[src/rtl/tx4b5b_pkg.sv]
`timescale 1ns/1ps
package tx4b5b_pkg;
  localparam int NIB_W = 4;
  localparam int SYM_W = 5;

  typedef logic [NIB_W-1:0] nib_t;
  typedef logic [SYM_W-1:0] sym_t;

  localparam sym_t SYM_IDLE = 5'b11111;
  localparam sym_t SYM_J    = 5'b11000;
  localparam sym_t SYM_K    = 5'b10001;
  localparam sym_t SYM_T    = 5'b01101;
  localparam sym_t SYM_R    = 5'b00111;
  localparam sym_t SYM_H    = 5'b00100;

  // Symbol selection issued by the framer for the current cycle
  typedef enum logic [2:0] {
    SEL_IDLE, SEL_J, SEL_K, SEL_DATA, SEL_T, SEL_R
  } sel_e;

  // Standard data translation
  function automatic sym_t data_sym(input nib_t n);
    sym_t s;
    case (n)
      4'h0: s = 5'b11110;
      4'h1: s = 5'b01001;
      4'h2: s = 5'b10100;
      4'h3: s = 5'b10101;
      4'h4: s = 5'b01010;
      4'h5: s = 5'b01011;
      4'h6: s = 5'b01110;
      4'h7: s = 5'b01111;
      4'h8: s = 5'b10010;
      4'h9: s = 5'b10011;
      4'hA: s = 5'b10110;
      4'hB: s = 5'b10111;
      4'hC: s = 5'b11010;
      4'hD: s = 5'b11011;
      4'hE: s = 5'b11100;
      default: s = 5'b11101;
    endcase
    return s;
  endfunction

  // Diagnostic translation: lower half passes through, upper half is fixed
  function automatic sym_t test_sym(input nib_t n);
    sym_t s;
    if (!n[NIB_W-1]) begin
      s = {1'b0, n};
    end else begin
      case (n[NIB_W-2:0])
        3'd0: s = 5'b00000;
        3'd1: s = 5'b01101;
        3'd2: s = 5'b01100;
        3'd3: s = 5'b10001;
        3'd4: s = 5'b10000;
        3'd5: s = 5'b11001;
        3'd6: s = 5'b11000;
        default: s = 5'b11111;
      endcase
    end
    return s;
  endfunction
endpackage

[src/rtl/tx4b5b_framer.sv]
`timescale 1ns/1ps
module tx4b5b_framer
  import tx4b5b_pkg::*;
(
  input  logic clk,
  input  logic rst,
  input  logic tx_en_i,
  output sel_e sel_o
);
  typedef enum logic [1:0] {ST_IDLE, ST_K, ST_DATA, ST_R} st_e;

  st_e st_q, st_d;

  always_comb begin
    st_d  = st_q;
    sel_o = SEL_IDLE;
    case (st_q)
      ST_IDLE: begin
        if (tx_en_i) begin
          sel_o = SEL_J;
          st_d  = ST_K;
        end
      end
      ST_K: begin
        sel_o = SEL_K;
        st_d  = ST_DATA;
      end
      ST_DATA: begin
        if (tx_en_i) begin
          sel_o = SEL_DATA;
        end else begin
          sel_o = SEL_T;
          st_d  = ST_R;
        end
      end
      default: begin
        sel_o = SEL_R;
        st_d  = ST_IDLE;
      end
    endcase
  end

  always_ff @(posedge clk) begin
    if (rst) st_q <= ST_IDLE;
    else     st_q <= st_d;
  end
endmodule

[src/rtl/tx4b5b_symbol_mux.sv]
`timescale 1ns/1ps
module tx4b5b_symbol_mux
  import tx4b5b_pkg::*;
(
  input  sel_e sel_i,
  input  nib_t txd_i,
  input  logic tx_er_i,
  input  logic err_test_i,
  output sym_t code_o
);
  logic inject;
  assign inject = err_test_i && tx_er_i;

  always_comb begin
    if (inject) begin
      code_o = test_sym(txd_i);
    end else begin
      case (sel_i)
        SEL_J:    code_o = SYM_J;
        SEL_K:    code_o = SYM_K;
        SEL_DATA: code_o = tx_er_i ? SYM_H : data_sym(txd_i);
        SEL_T:    code_o = SYM_T;
        SEL_R:    code_o = SYM_R;
        default:  code_o = SYM_IDLE;
      endcase
    end
  end
endmodule

[src/rtl/tx4b5b_encoder.sv]
`timescale 1ns/1ps
module tx4b5b_encoder
  import tx4b5b_pkg::*;
(
  input  logic             clk,
  input  logic             rst,
  input  logic             tx_en_i,
  input  logic             tx_er_i,
  input  logic [NIB_W-1:0] txd_i,
  input  logic             err_test_i,
  output logic [SYM_W-1:0] code_o
);
  sel_e frame_sel;
  sym_t code_d;
  sym_t code_q;

  tx4b5b_framer framer_i (
    .clk     (clk),
    .rst     (rst),
    .tx_en_i (tx_en_i),
    .sel_o   (frame_sel)
  );

  tx4b5b_symbol_mux mux_i (
    .sel_i      (frame_sel),
    .txd_i      (txd_i),
    .tx_er_i    (tx_er_i),
    .err_test_i (err_test_i),
    .code_o     (code_d)
  );

  always_ff @(posedge clk) begin
    if (rst) code_q <= SYM_IDLE;
    else     code_q <= code_d;
  end

  assign code_o = code_q;
endmodule

[config.mk]
export PLATFORM = sky130hd
export DESIGN_NAME = tx4b5b_encoder
export DESIGN_NICKNAME = d
export VERILOG_FILES = /design/src/rtl/tx4b5b_pkg.sv /design/src/rtl/tx4b5b_framer.sv /design/src/rtl/tx4b5b_symbol_mux.sv /design/src/rtl/tx4b5b_encoder.sv
export SDC_FILE = /design/constraint.sdc
export NUM_CORES = 1
export LEC_CHECK = 0
export BUFFER_PORTS_ARGS = -buffer_cell sky130_fd_sc_hd__buf_4
export CORE_ASPECT_RATIO = 0.9
export CORE_UTILIZATION = 30
export CTS_CLUSTER_DIAMETER = 60
export DETAILED_ROUTE_END_ITERATION = 6
export PLACE_DENSITY = 0.46
export SYNTH_ARGS = -nofsm -noshare
export SYNTH_HDL_FRONTEND = slang
export SYNTH_SLANG_ARGS = --single-unit
[constraint.sdc]
create_clock -name clk -period 2.3 [get_ports clk]
set_clock_uncertainty 0.1 [all_clocks]
set_input_delay 0.575 -clock clk [delete_from_list [all_inputs] [get_ports clk]]
set_output_delay 0.575 -clock clk [all_outputs]
set_load 0.02 [all_outputs]
# == Word level (Yosys, flattened, before mapping) ==
# Memories as Yosys holds them, arrays and structs flattened.
# Cells that the tools add are included.
# classes
addsub,0
multipliers,0
n_div,0
order_cmp,0
eq_ne,15
shift,0
muxes,11
n_bitwise,0
n_reduce_logical,4
# ops
cell,n
case mux 5 bit (7 select lines),1
case mux 5 bit (5 select lines),1
== test 3 bit (second input constant),5
two-way mux 5 bit,3
== test 3 x 2 -> 1 bit (second input constant),4
case mux 3 bit (3 select lines),1
== test 3 x 1 -> 1 bit (second input constant),2
case mux 2 bit (3 select lines),1
two-way mux 2 bit,2
!= test 2 bit (second input constant),2
logical NOT 3 bit,1
two-way mux 3 bit,1
== test 2 x 1 -> 1 bit (second input constant),1
== test 2 bit (second input constant),1
logical NOT 2 bit,1
AND reduction 2 bit,1
logical AND 1 bit,1
two-way mux 1 bit,1
# word_totals
reg_bits,7
latchBits,0
ramBits,0
mem_bits_ro,80
input_bits,9
out_inout_bits,5
elab_cells,33
mem_count,1
# mem_list
memory,words,width,read_ports,rd_ports_with_merged_regs,write_ports,line,text
(no name shown),16,5,1,0,0,tx4b5b_pkg.sv:24,case (n)

# == Longest topological paths before layout ==
# Gate-level depths: netlist of run 1.
# depth
depth_word,5
ltp_mapped,6
mapped_depth_nobuf,6

# == Hierarchy ==
# A second synthesis of run 1 with hierarchy kept.
# unflattened
hier_cells,85
area_unflattened_um2,633.1
# modules_own_cells
mod,instances,cells_per_inst,area_each_um2,seq_area_each_um2
tx4b5b_symbol_mux,1,54,329.1,0.0
tx4b5b_framer,1,21,172.7,40.0
tx4b5b_encoder,1,10,131.4,100.1

# == Worst setup path before layout of run 1 ==
# No wires, ideal clock.
# synth_timing
path_type,input to register
startpoint,input txd_i[3]
endpoint,"register code_q[1], in the netlist code_o[1]"
t_arrival_ps,1465
slack_ps,615
stages,4
n_path_buf,1
path_cell_list,buf_4 > o31a_1 > a22o_1 > a211o_1
# synth_via
elab_chain_len,4
elab_cells_between_ends,5
classes_between,4 x mux; 1 x memory
# synth_rtl
item,line,text
from (decl),tx4b5b_encoder.sv:9,"input logic [NIB_W-1:0] txd_i,"
memory read (16 x 5 bit),--,
two-way mux 5 bit,tx4b5b_symbol_mux.sv:21,SEL_DATA: code_o = tx_er_i ? SYM_H : data_sym(txd_i);
case mux 5 bit (5 select lines),tx4b5b_symbol_mux.sv:18,case (sel_i)
two-way mux 5 bit *,tx4b5b_symbol_mux.sv:15,if (inject) begin
to (signal assigned),tx4b5b_encoder.sv:34,else code_q <= code_d;
to (decl),tx4b5b_encoder.sv:15,sym_t code_q;
# Mark *: on every way between the ends. The rest lies on a longest branch, timed or not.
# A chain may end at the register's enable or synchronous reset.

# == Worst setup path in the final report of run 1 ==
# layout_timing
startpoint,register framer_i.st_q[1]
endpoint,"register code_q[1], in the netlist code_o[1]"
# layout_via
elab_chain_len,5
elab_cells_between_ends,11
classes_between,7 x eq/ne; 3 x mux; 1 x reduce/logical
# layout_rtl
item,line,text
from (decl),tx4b5b_framer.sv:12,"st_e st_q, st_d;"
from (signal assigned),tx4b5b_framer.sv:45,else st_q <= st_d;
"== test 2 bit, or another cell as far along",tx4b5b_framer.sv:17,case (st_q)
case mux 3 bit (3 select lines) *,tx4b5b_framer.sv:17,
"== test 3 bit, or another cell as far along",tx4b5b_symbol_mux.sv:18,
case mux 5 bit (5 select lines) *,tx4b5b_symbol_mux.sv:18,
two-way mux 5 bit *,tx4b5b_symbol_mux.sv:15,
# Marks and branches as above.

==> results by group, run 1 <==
Yosys
  • Mapped Nets: 88
  • Number of synthesized flops with an enable pin: 0
  • Synth Warn #: 0
  • Most used DFF post-synth: dfxtp_1
  • Mapped Area: 582 um^2
  • Register area share after synthesis: 0.241
  • FFs w/ async S/R, synth: 0
  • Area contributors post-synth: dfxtp_1 24%, ha_1 6.5%, nor2b_1 5.4%
  • Mean Syn Cell Area: 7.66 um^2
  • Post-synthesis register bit count: 7
  • Post-synthesis cell count: 76
  • Synth area leader: dfxtp_1
  • Synth cell types: 31
  • Post-synth top area share: 0.241

Final layout
  • Final #Nets: 102
  • Area growth syn-to-layout: 20.4%
  • Share of cells above drive strength 1: 0.202
  • Final instance area: 701 um^2
  • # diodes: 0

Critical path
  • Crit path cell chain: ha_1 > nor2b_1 > o21ai_1 > a22o_1 > a211o_1
  • Kind of critical path: flop to flop
  • Max incr delay on CP: 0.44 ns
  • CP max stage cell: dfxtp_1
  • CP Max Fanout: 9
  • CP startpoint kind: flop
  • Req. time, crit path: 2.33 ns
  • WP data arrival: 1.80 ns
  • Crit. End Element: flop

Clock tree
  • TritonCTS Buffers: 3
  • Clk Tree Root Cell: clkbuf_4
  • Worst skew pair latency: 0.25 ns
  • Clock-pin slew on the worst setup and hold paths: 0.05 ns
  • CTS Sinks: 7
  • PostCTS Resize Cnt: 0
  • Max H-tree Level: 1
  • Post CTS Setup Buffer Count: 0
  • TritonCTS clock tree: done
  • Hold Buf Count CTS: 0
  • Clock Path Buffers: 2

Floorplanning
  • Die Span X: 48.4 um
  • I/O Pins: 14
  • Height of the chip: 43.8 um
  • DIE AREA: 2120 um^2
  • Initial Utilization: 0.332
  • Rows: 14
  • Core footprint: 1750 um^2

Routing
  • Pre-antenna DRT Iters: 4
  • Routed wire length: 1270 um
  • Remaining antenna violation count: 0
  • Drt drc: 0
  • 1st-iter DRT viols: 12
  • Vias per cell: 5.06
  • DR WL/cell: 11.2 um
  • Total number of vias: 572

Timing
  • Hold Fails Final Rpt: 0
  • Setup TNS: 0 ns
  • Max-slew headroom: 0.784
  • Worst slew pin tran: 0.320 ns
  • Fin crit share: 0.769
  • Final Max Slew Viols: 0
  • Fmax: 566 MHz
  • RSZ-0062 raised after global routing: false
  • Count of final setup violators: 0
  • Post-route minimum period: 1.77 ns

Run
  • MaxCap Viol Count: 0

Global route
  • Overflow after GRT: 0
  • GRT Total Usage: 0.139
  • Number of global-route vias before repair: 479
  • Largest net degree at the start of global routing: 11
  • First-pass GRT wire length: 2170 um
  • Initial antenna violation count: 0

Power and ir drop
  • Lkg Pwr: 0.290 nW
  • Pwr Total: 0.655 mW
  • Pwr/cell area: 935 nW/um^2
  • Worst vdd ir: 0.398 mV

Placed design
  • Input/output buffers: 13
  • GP Congestion: 0.765
  • Post-DP HPWL: 936 um
  • Dpl cell area: 674 um^2

Run status
  • Outcome: complete, no violations

Hold path
  • Min-Delay Path Class: input pin to flop
report_power, final:
part | total, mW | switching (mW) | internal [mW]
clock network | 0.108 | 0.0423 | 0.0660
registers | 0.188 | 0.0258 | 0.162
logic | 0.359 | 0.196 | 0.163
synthesized netlist by cell type (3+ instances only):
library cell,instances
nor2b_1,5
a21oi_1,5
nand2_1,5
o21ai_0,5
nor2_1,8
nor3_1,3
o311ai_0,3
nand2b_1,3
ha_1,3
o21bai_1,4
dfxtp_1,7
cells in the final DEF (no fill, tap or decap), types with 2 or more instances in the layout:
master	instances
a21oi_1	5
nor2_1	8
o21bai_1	4
nand2b_1	3
nand3_1	2
ha_1	3
dfxtp_1	7
a31oi_1	2
inv_1	2
o311ai_0	3
clkbuf_4	3
nand2_1	5
nor3_1	3
o21ai_0	5
nor2b_1	5
buf_4	14
worst max-delay path: cells and delay by family (launching register included):
family,cells,cell delay (ns)
compound gates,3,0.54
flops,1,0.44
simple gates,1,0.20
fa+ha+maj,1,0.36
per-stage QoR:
stage	std cells	hold slack, ns	worst slack [ns]	util
2_1_floorplan	76	0.432	0.615	-
3_3_place_gp	109	0.534	0.553	0.385
3_5_place_dp	109	0.530	0.551	0.385
4_1_cts	113	0.440	0.535	0.400
5_1_grt	113	0.458	0.396	0.400
6_report	113	0.452	0.532	0.400
cell type report:
| cell class | count | area [um^2] |
|---|---|---|
| Fill cell | 194 | 1050 |
| Inverter | 2 | 7.51 |
| Sequential cell | 7 | 140 |
| Clock buffer | 4 | 26.3 |
| Tap cell | 24 | 30.0 |
| Multi-Input combinational cell | 62 | 392 |
| Timing Repair Buffer | 14 | 105 |
cells by family (layout without fill, tap and decap cells):
family | count (synthesis) | in the layout | synth area share
fa+ha+maj | 3 | 3 | 0.0645
buf+inv | 7 | 20 | 0.0860
flops | 7 | 7 | 0.241
xor+xnor | 1 | 1 | 0.0151
compound gates | 26 | 26 | 0.299
simple gates | 31 | 31 | 0.277
mux | 1 | 1 | 0.0172
routing by layer:
layer,vias to the layer above,track usage,routed length (um),share of wire
li1,299,-,-,-
met1,252,0.195,689,0.54
met2,17,0.180,471,0.37
met3,4,0.0246,68,0.054
met4,0,0.124,39,0.031
met5,-,0,0,0
path summary, 6_finish.rpt:
kind / startpoint / end / slack, ns / cells past startpoint
worst max-delay path: framer_i.st_q[1] / code_o[1] / 0.53 / 5
worst min-delay path: rst / framer_i.st_q[1] / 0.45 / 2
worst max register to register: framer_i.st_q[1] / code_o[1] / 0.53 / 5
worst min register to register: framer_i.st_q[1] / code_o[0] / 0.55 / 3
sequential cells by signal, indices dropped and copies added, names as in the netlist:
signal / cells
code_o: 5
framer_i.st_q: 2
Power figures use the tool's default switching activity.
==> inputs of run 2 (changes only) <==
--- a/config.mk
+++ b/config.mk
@@ -10,7 +10,7 @@
 export CORE_UTILIZATION = 30
 export CTS_CLUSTER_DIAMETER = 60
 export DETAILED_ROUTE_END_ITERATION = 6
-export PLACE_DENSITY = 0.46
+export PLACE_DENSITY = 0.48
 export SYNTH_ARGS = -nofsm -noshare
 export SYNTH_HDL_FRONTEND = slang
 export SYNTH_SLANG_ARGS = --single-unit
==> constraint.sdc (replaced) <==
create_clock -name clk -period 1.52 [get_ports clk]
set_clock_uncertainty 0.1 [all_clocks]
set_input_delay 0.38 -clock clk [delete_from_list [all_inputs] [get_ports clk]]
set_output_delay 0.38 -clock clk [all_outputs]
set_load 0.02 [all_outputs]
==> results by group, run 2 (synthesis results as in run 1) <==
Clock tree
  • Clock Path Buffers: 2
  • Clock-pin slew on the worst setup and hold paths: 0.06 ns
  • Worst skew pair latency: 0.26 ns
  • TritonCTS Buffers: 3
  • CTS Sinks: 7
  • Hold Buf Count CTS: 0
  • TritonCTS clock tree: done
  • Clk Tree Root Cell: clkbuf_4
  • Max H-tree Level: 1

Timing
  • Count of final setup violators: 1
  • Fmax: 657 MHz
  • Hold_ws: 0.233 ns
  • Post-route minimum period: 1.52 ns
  • Final Max Slew Viols: 0
  • Setup TNS: -0.00131 ns
  • RSZ-0062 raised after global routing: true
  • Max-slew headroom: 0.804
  • Final worst slack: -0.00131 ns
  • Hold Fails Final Rpt: 0
  • Fin crit share: 1.00
  • Worst slew pin tran: 0.290 ns

Placed design
  • Placed Cells incl. Taps: 122
  • Dpl cell area: 795 um^2
  • Post-Place Worst Slack: -0.00179 ns
  • Input/output buffers: 13
  • GP Congestion: 0.753
  • Post-DP HPWL: 1180 um

Global route
  • Largest net degree at the start of global routing: 9
  • Overflow after GRT: 0
  • Initial antenna violation count: 0
  • GRT Total Usage: 0.172
  • First-pass GRT wire length: 2730 um
  • Number of global-route vias before repair: 574

Critical path
  • Delay-heaviest family, CP: compound AO/OA/AOI/OAI gates
  • Worst R2R Setup Slack: -0.001 ns
  • Critical Path Start: framer_i.st_q[1]
  • Crit path cell chain: ha_2 > nand2b_4 > nor3_4 > a22o_1 > a211o_1
  • Reg2Reg Depth: 5
  • CP endpoint: code_o[1]
  • Bufs and invs on worst path: 0
  • WP data arrival: 1.57 ns
  • Req. time, crit path: 1.57 ns
  • CP max stage cell: dfxtp_4
  • Kind of critical path: flop to flop
  • CP startpoint kind: flop
  • CP Max Fanout: 7
  • Max incr delay on CP: 0.37 ns
  • Worst r2r src: framer_i.st_q[1]
  • Reg-to-Reg End: code_o[1]
  • Cell count along the critical path: 5
  • Crit. End Element: flop

Floorplanning
  • Die Span X: 48.4 um
  • Height of the chip: 43.8 um
  • Initial Utilization: 0.332
  • DIE AREA: 2120 um^2
  • Core footprint: 1750 um^2
  • I/O Pins: 14
  • Rows: 14

Routing
  • 1st-iter DRT viols: 14
  • Vias per cell: 5.12
  • DR WL/cell: 12.4 um
  • Total number of vias: 655
  • Routed wire length: 1590 um
  • Remaining antenna violation count: 0
  • Drt drc: 0
  • Pre-antenna DRT Iters: 4

Final layout
  • Commonest non-fill, non-tap cell in the layout: buf_4
  • Fillers: 177
  • Final std cells w/o fill: 128
  • Final instance area: 882 um^2
  • Max reg flops: 5
  • Final #Nets: 117
  • Area growth syn-to-layout: 51.6%
  • Share of cells above drive strength 1: 0.442
  • Leading cell types in the layout, fill and taps excluded: 29 x buf_4, 8 x nor2_1, 5 x a21oi_1, 5 x nand2_1, 5 x dfxtp_1
  • # diodes: 0

Power and ir drop
  • Pwr/cell area: 1450 nW/um^2
  • Lkg Pwr: 0.377 nW
  • Worst vdd ir: 0.888 mV

Hold path
  • Min-Delay Path Class: input pin to flop

Run
  • MaxCap Viol Count: 0

Run status
  • Violated checks: setup timing
  • Outcome: finished, violations left
run 2: worst reg2reg max path, cell delays in order, from the launching register on:
cell and delay [ns]:
dfxtp_4 0.37, ha_2 0.24, nand2b_4 0.16, nor3_4 0.05
a22o_1 0.20, a211o_1 0.28
run 2: where the power goes:
group | internal, mW | switching (mW)
registers | 0.256 | 0.0438
logic | 0.412 | 0.387
clock network | 0.0968 | 0.0800
run 2: final cells by class:
class	instances	area (um^2)	area share
clock buffer	3	22.5	0.0255
clock inverter	1	5.00	0.00567
inverter	2	7.51	0.00851
multi-input combinational	62	454	0.515
sequential	7	145	0.165
tap	24	30.0	0.0340
timing repair buffer	29	218	0.247
run 2: how the worst min path moves through the flow:
stage / start / to / slack [ns] / cells after the start
global route: rst / framer_i.st_q[1] / 0.25 / 2
global placement: rst / framer_i.st_q[1] / 0.51 / 2
floorplan: rst / framer_i.st_q[1] / 0.34 / 1
CTS: rst / framer_i.st_q[1] / 0.23 / 2
detailed placement: rst / framer_i.st_q[1] / 0.51 / 2
finish: rst / framer_i.st_q[1] / 0.23 / 2
run 2: metal layers:
metal  GRT usage  up-vias  share of wire
met4      0.0706        0          0.013
li1            -      330              -
met5           0        -              0
met3      0.0491        3          0.034
met1       0.238      309           0.50
met2       0.251       13           0.45
run 2: repair_timing:
action	in CTS	in global routing
cloned	0	0
buffers inserted	2	0
pin swaps	0	2
endpoints found under the hold margin	0	0
gates resized for setup	1	12
endpoints found under the setup margin	2	7
run 2: stage by stage:
stage | total power [mW] | utilization
after floorplan | 0.708 | -
after global placement | 0.965 | 0.454
after detailed placement | 0.962 | 0.454
after CTS | 1.17 | 0.479
after global routing | 1.38 | 0.504
final | 1.28 | 0.504
==> inputs of run 3 (changes only) <==
--- a/config.mk
+++ b/config.mk
@@ -5,8 +5,10 @@
 export SDC_FILE = /design/constraint.sdc
 export NUM_CORES = 1
 export LEC_CHECK = 0
+export ABC_AREA = 1
 export BUFFER_PORTS_ARGS = -buffer_cell sky130_fd_sc_hd__buf_4
 export CORE_ASPECT_RATIO = 0.9
+export CORE_MARGIN = 2
 export CORE_UTILIZATION = 30
 export CTS_CLUSTER_DIAMETER = 60
 export DETAILED_ROUTE_END_ITERATION = 6
==> results by group, run 3 <==
Power and ir drop
  • Pwr/cell area: 1500 nW/um^2
  • Lkg Pwr: 0.378 nW
  • Comb power frac: 0.597
  • Clk network pwr share: 0.145
  • Worst vdd ir: 0.606 mV
  • Sequential Power Share: 0.258
  • Pint: 0.619 mW
  • Sw Share: 0.444
  • Switching pwr: 0.494 mW

Final layout
  • Leading cell types in the layout, fill and taps excluded: 27 x nand2_1, 15 x buf_4, 10 x nand3_1, 10 x nor2_1, 9 x inv_1
  • Final std cells w/o fill: 134
  • Max reg flops: 5
  • # diodes: 0
  • Commonest non-fill, non-tap cell in the layout: nand2_1
  • Share of cells above drive strength 1: 0.264
  • Area growth syn-to-layout: 32.8%
  • Final #Nets: 123

Critical path
  • CP Max Fanout: 6
  • Kind of critical path: flop to flop
  • Crit. End Element: flop
  • Req. time, crit path: 1.55 ns
  • Worst R2R Setup Slack: 0.12 ns
  • WP data arrival: 1.44 ns
  • CP startpoint kind: flop

Timing
  • Fmax: 713 MHz
  • Max-slew headroom: 0.858
  • Count of final setup violators: 0
  • Post-route minimum period: 1.40 ns
  • Hold Fails Final Rpt: 0
  • Final worst slack: 0.118 ns
  • RSZ-0062 raised after global routing: false
  • Fin crit share: 0.923
  • Final Max Slew Viols: 0
  • Worst slew pin tran: 0.212 ns

Floorplanning
  • Rows: 14
  • Initial Utilization: 0.324
  • Core footprint: 1720 um^2
  • Height of the chip: 44.9 um
  • Die Span X: 49.4 um
  • DIE AREA: 2220 um^2
  • I/O Pins: 14

Global route
  • Overflow after GRT: 0
  • Number of global-route vias before repair: 558
  • Largest net degree at the start of global routing: 8
  • First-pass GRT wire length: 2190 um
  • GRT Total Usage: 0.132
  • Initial antenna violation count: 0

Placed design
  • Placed Cells incl. Taps: 130
  • Post-Place Worst Slack: 0.000531 ns
  • Post-DP HPWL: 1040 um
  • Input/output buffers: 13
  • GP Congestion: 0.842

Clock tree
  • Clock-pin slew on the worst setup and hold paths: 0.05 ns
  • TritonCTS clock tree: done
  • CTS Sinks: 7
  • Post CTS Setup Buffer Count: 0
  • Max H-tree Level: 1
  • Worst skew pair latency: 0.24 ns
  • Clock Path Buffers: 2
  • TritonCTS Buffers: 3
  • Clk Tree Root Cell: clkbuf_4

Routing
  • Total number of vias: 601
  • DR WL/cell: 9.58 um
  • Vias per cell: 4.49
  • Remaining antenna violation count: 0
  • 1st-iter DRT viols: 21
  • Drt drc: 0
  • Routed wire length: 1280 um
  • Pre-antenna DRT Iters: 4

Run status
  • Outcome: complete, no violations

Yosys
  • Number of synthesized flops with an enable pin: 0
  • Synth Warn #: 0
  • Synth cell types: 15
  • FFs w/ async S/R, synth: 0
  • Mapped Nets: 103
  • Mean Syn Cell Area: 6.12 um^2
  • Post-synth top area share: 0.252
  • Most frequent cells after synthesis: 27 x nand2_1, 10 x nand3_1, 10 x nor2_1
  • Area contributors post-synth: dfxtp_1 25%, nand2_1 18%, nand3_1 9.0%
  • Register area share after synthesis: 0.252
  • Count leader, synth: nand2_1
  • Most used DFF post-synth: dfxtp_1
  • Synth area leader: dfxtp_1
  • Mapped Area: 557 um^2
  • Post-synthesis register bit count: 7
  • Post-synthesis cell count: 91

Run
  • MaxCap Viol Count: 0

Hold path
  • Min-Delay Path Class: input pin to flop
run 3: changes by cell type after synthesis, sizes merged, moves of 4 or more:
cell | previous run | this run
nor2b | 5 | 0
buf | 5 | 0
inv | 2 | 11
nor2 | 8 | 12
nand3 | 2 | 12
nand2 | 5 | 29
run 3: power groups by stage:
stage,logic (mW),registers [mW],clock network [mW]
final,0.664,0.287,0.162
after global placement,0.650,0.282,0
after detailed placement,0.638,0.282,0
after floorplan,0.391,0.326,0
after global routing,0.761,0.294,0.175
after CTS,0.645,0.280,0.169
run 3: critical path, stage by stage, from the launching register on:
cell and delay, ns:
dfxtp_1 0.34, ha_1 0.19, inv_1 0.12, nand2_4 0.09, inv_1 0.08, nor2_1 0.04
nor2_1 0.10, nand3_1 0.08, nand2_1 0.09, nand2_1 0.06
run 3: final cells by class:
type / count / area [um^2]
timing repair buffer: 15 / 113
multi-input combinational: 73 / 388
sequential: 7 / 141
clock buffer: 4 / 26.3
inverter: 11 / 41.3
fill: 197 / 977
tap: 24 / 30.0
run 3: per-layer routing:
layer	global-route usage	routed length (um)
met2	0.192	532
met5	0	0
met4	0.0944	23
met3	0.0331	40
met1	0.172	687
run 3: per-stage QoR:
stage	area, um^2	utilization	hold slack, ns	TNS (ns)	power [mW]
floorplan	557	-	0.376	0	0.717
global placement	699	0.407	0.519	-0.0173	0.932
detailed placement	699	0.407	0.513	0	0.920
CTS	728	0.424	0.258	0	1.09
global route	739	0.431	0.268	0	1.23
finish	739	0.431	0.266	0	1.11
run 3: timing repair:
item / CTS / global route
resized for setup: 1 / 3
hold buffers: 0 / 0
endpoints found under the setup margin: 1 / 3
run 3: kinds of logic (layout without fill, tap and decap cells):
| group | after synthesis | after routing | share of synthesized area |
|---|---|---|---|
| AND/OR/NAND/NOR | 54 | 54 | 0.456 |
| AO/OA/AOI/OAI | 16 | 16 | 0.151 |
| buffers and inverters | 11 | 30 | 0.0742 |
| flip-flops | 7 | 7 | 0.252 |
| adder cells (fa/ha/maj) | 3 | 3 | 0.0674 |
run 3: path summary, 6_finish.rpt:
| check | start | end | depth (start not counted) |
|---|---|---|---|
| worst max-delay path | framer_i.st_q[1] | code_o[3] | 9 |
| worst min-delay path | rst | code_o[1] | 3 |
| worst max register to register | framer_i.st_q[1] | code_o[3] | 9 |
| worst min register to register | framer_i.st_q[0] | framer_i.st_q[0] | 3 |
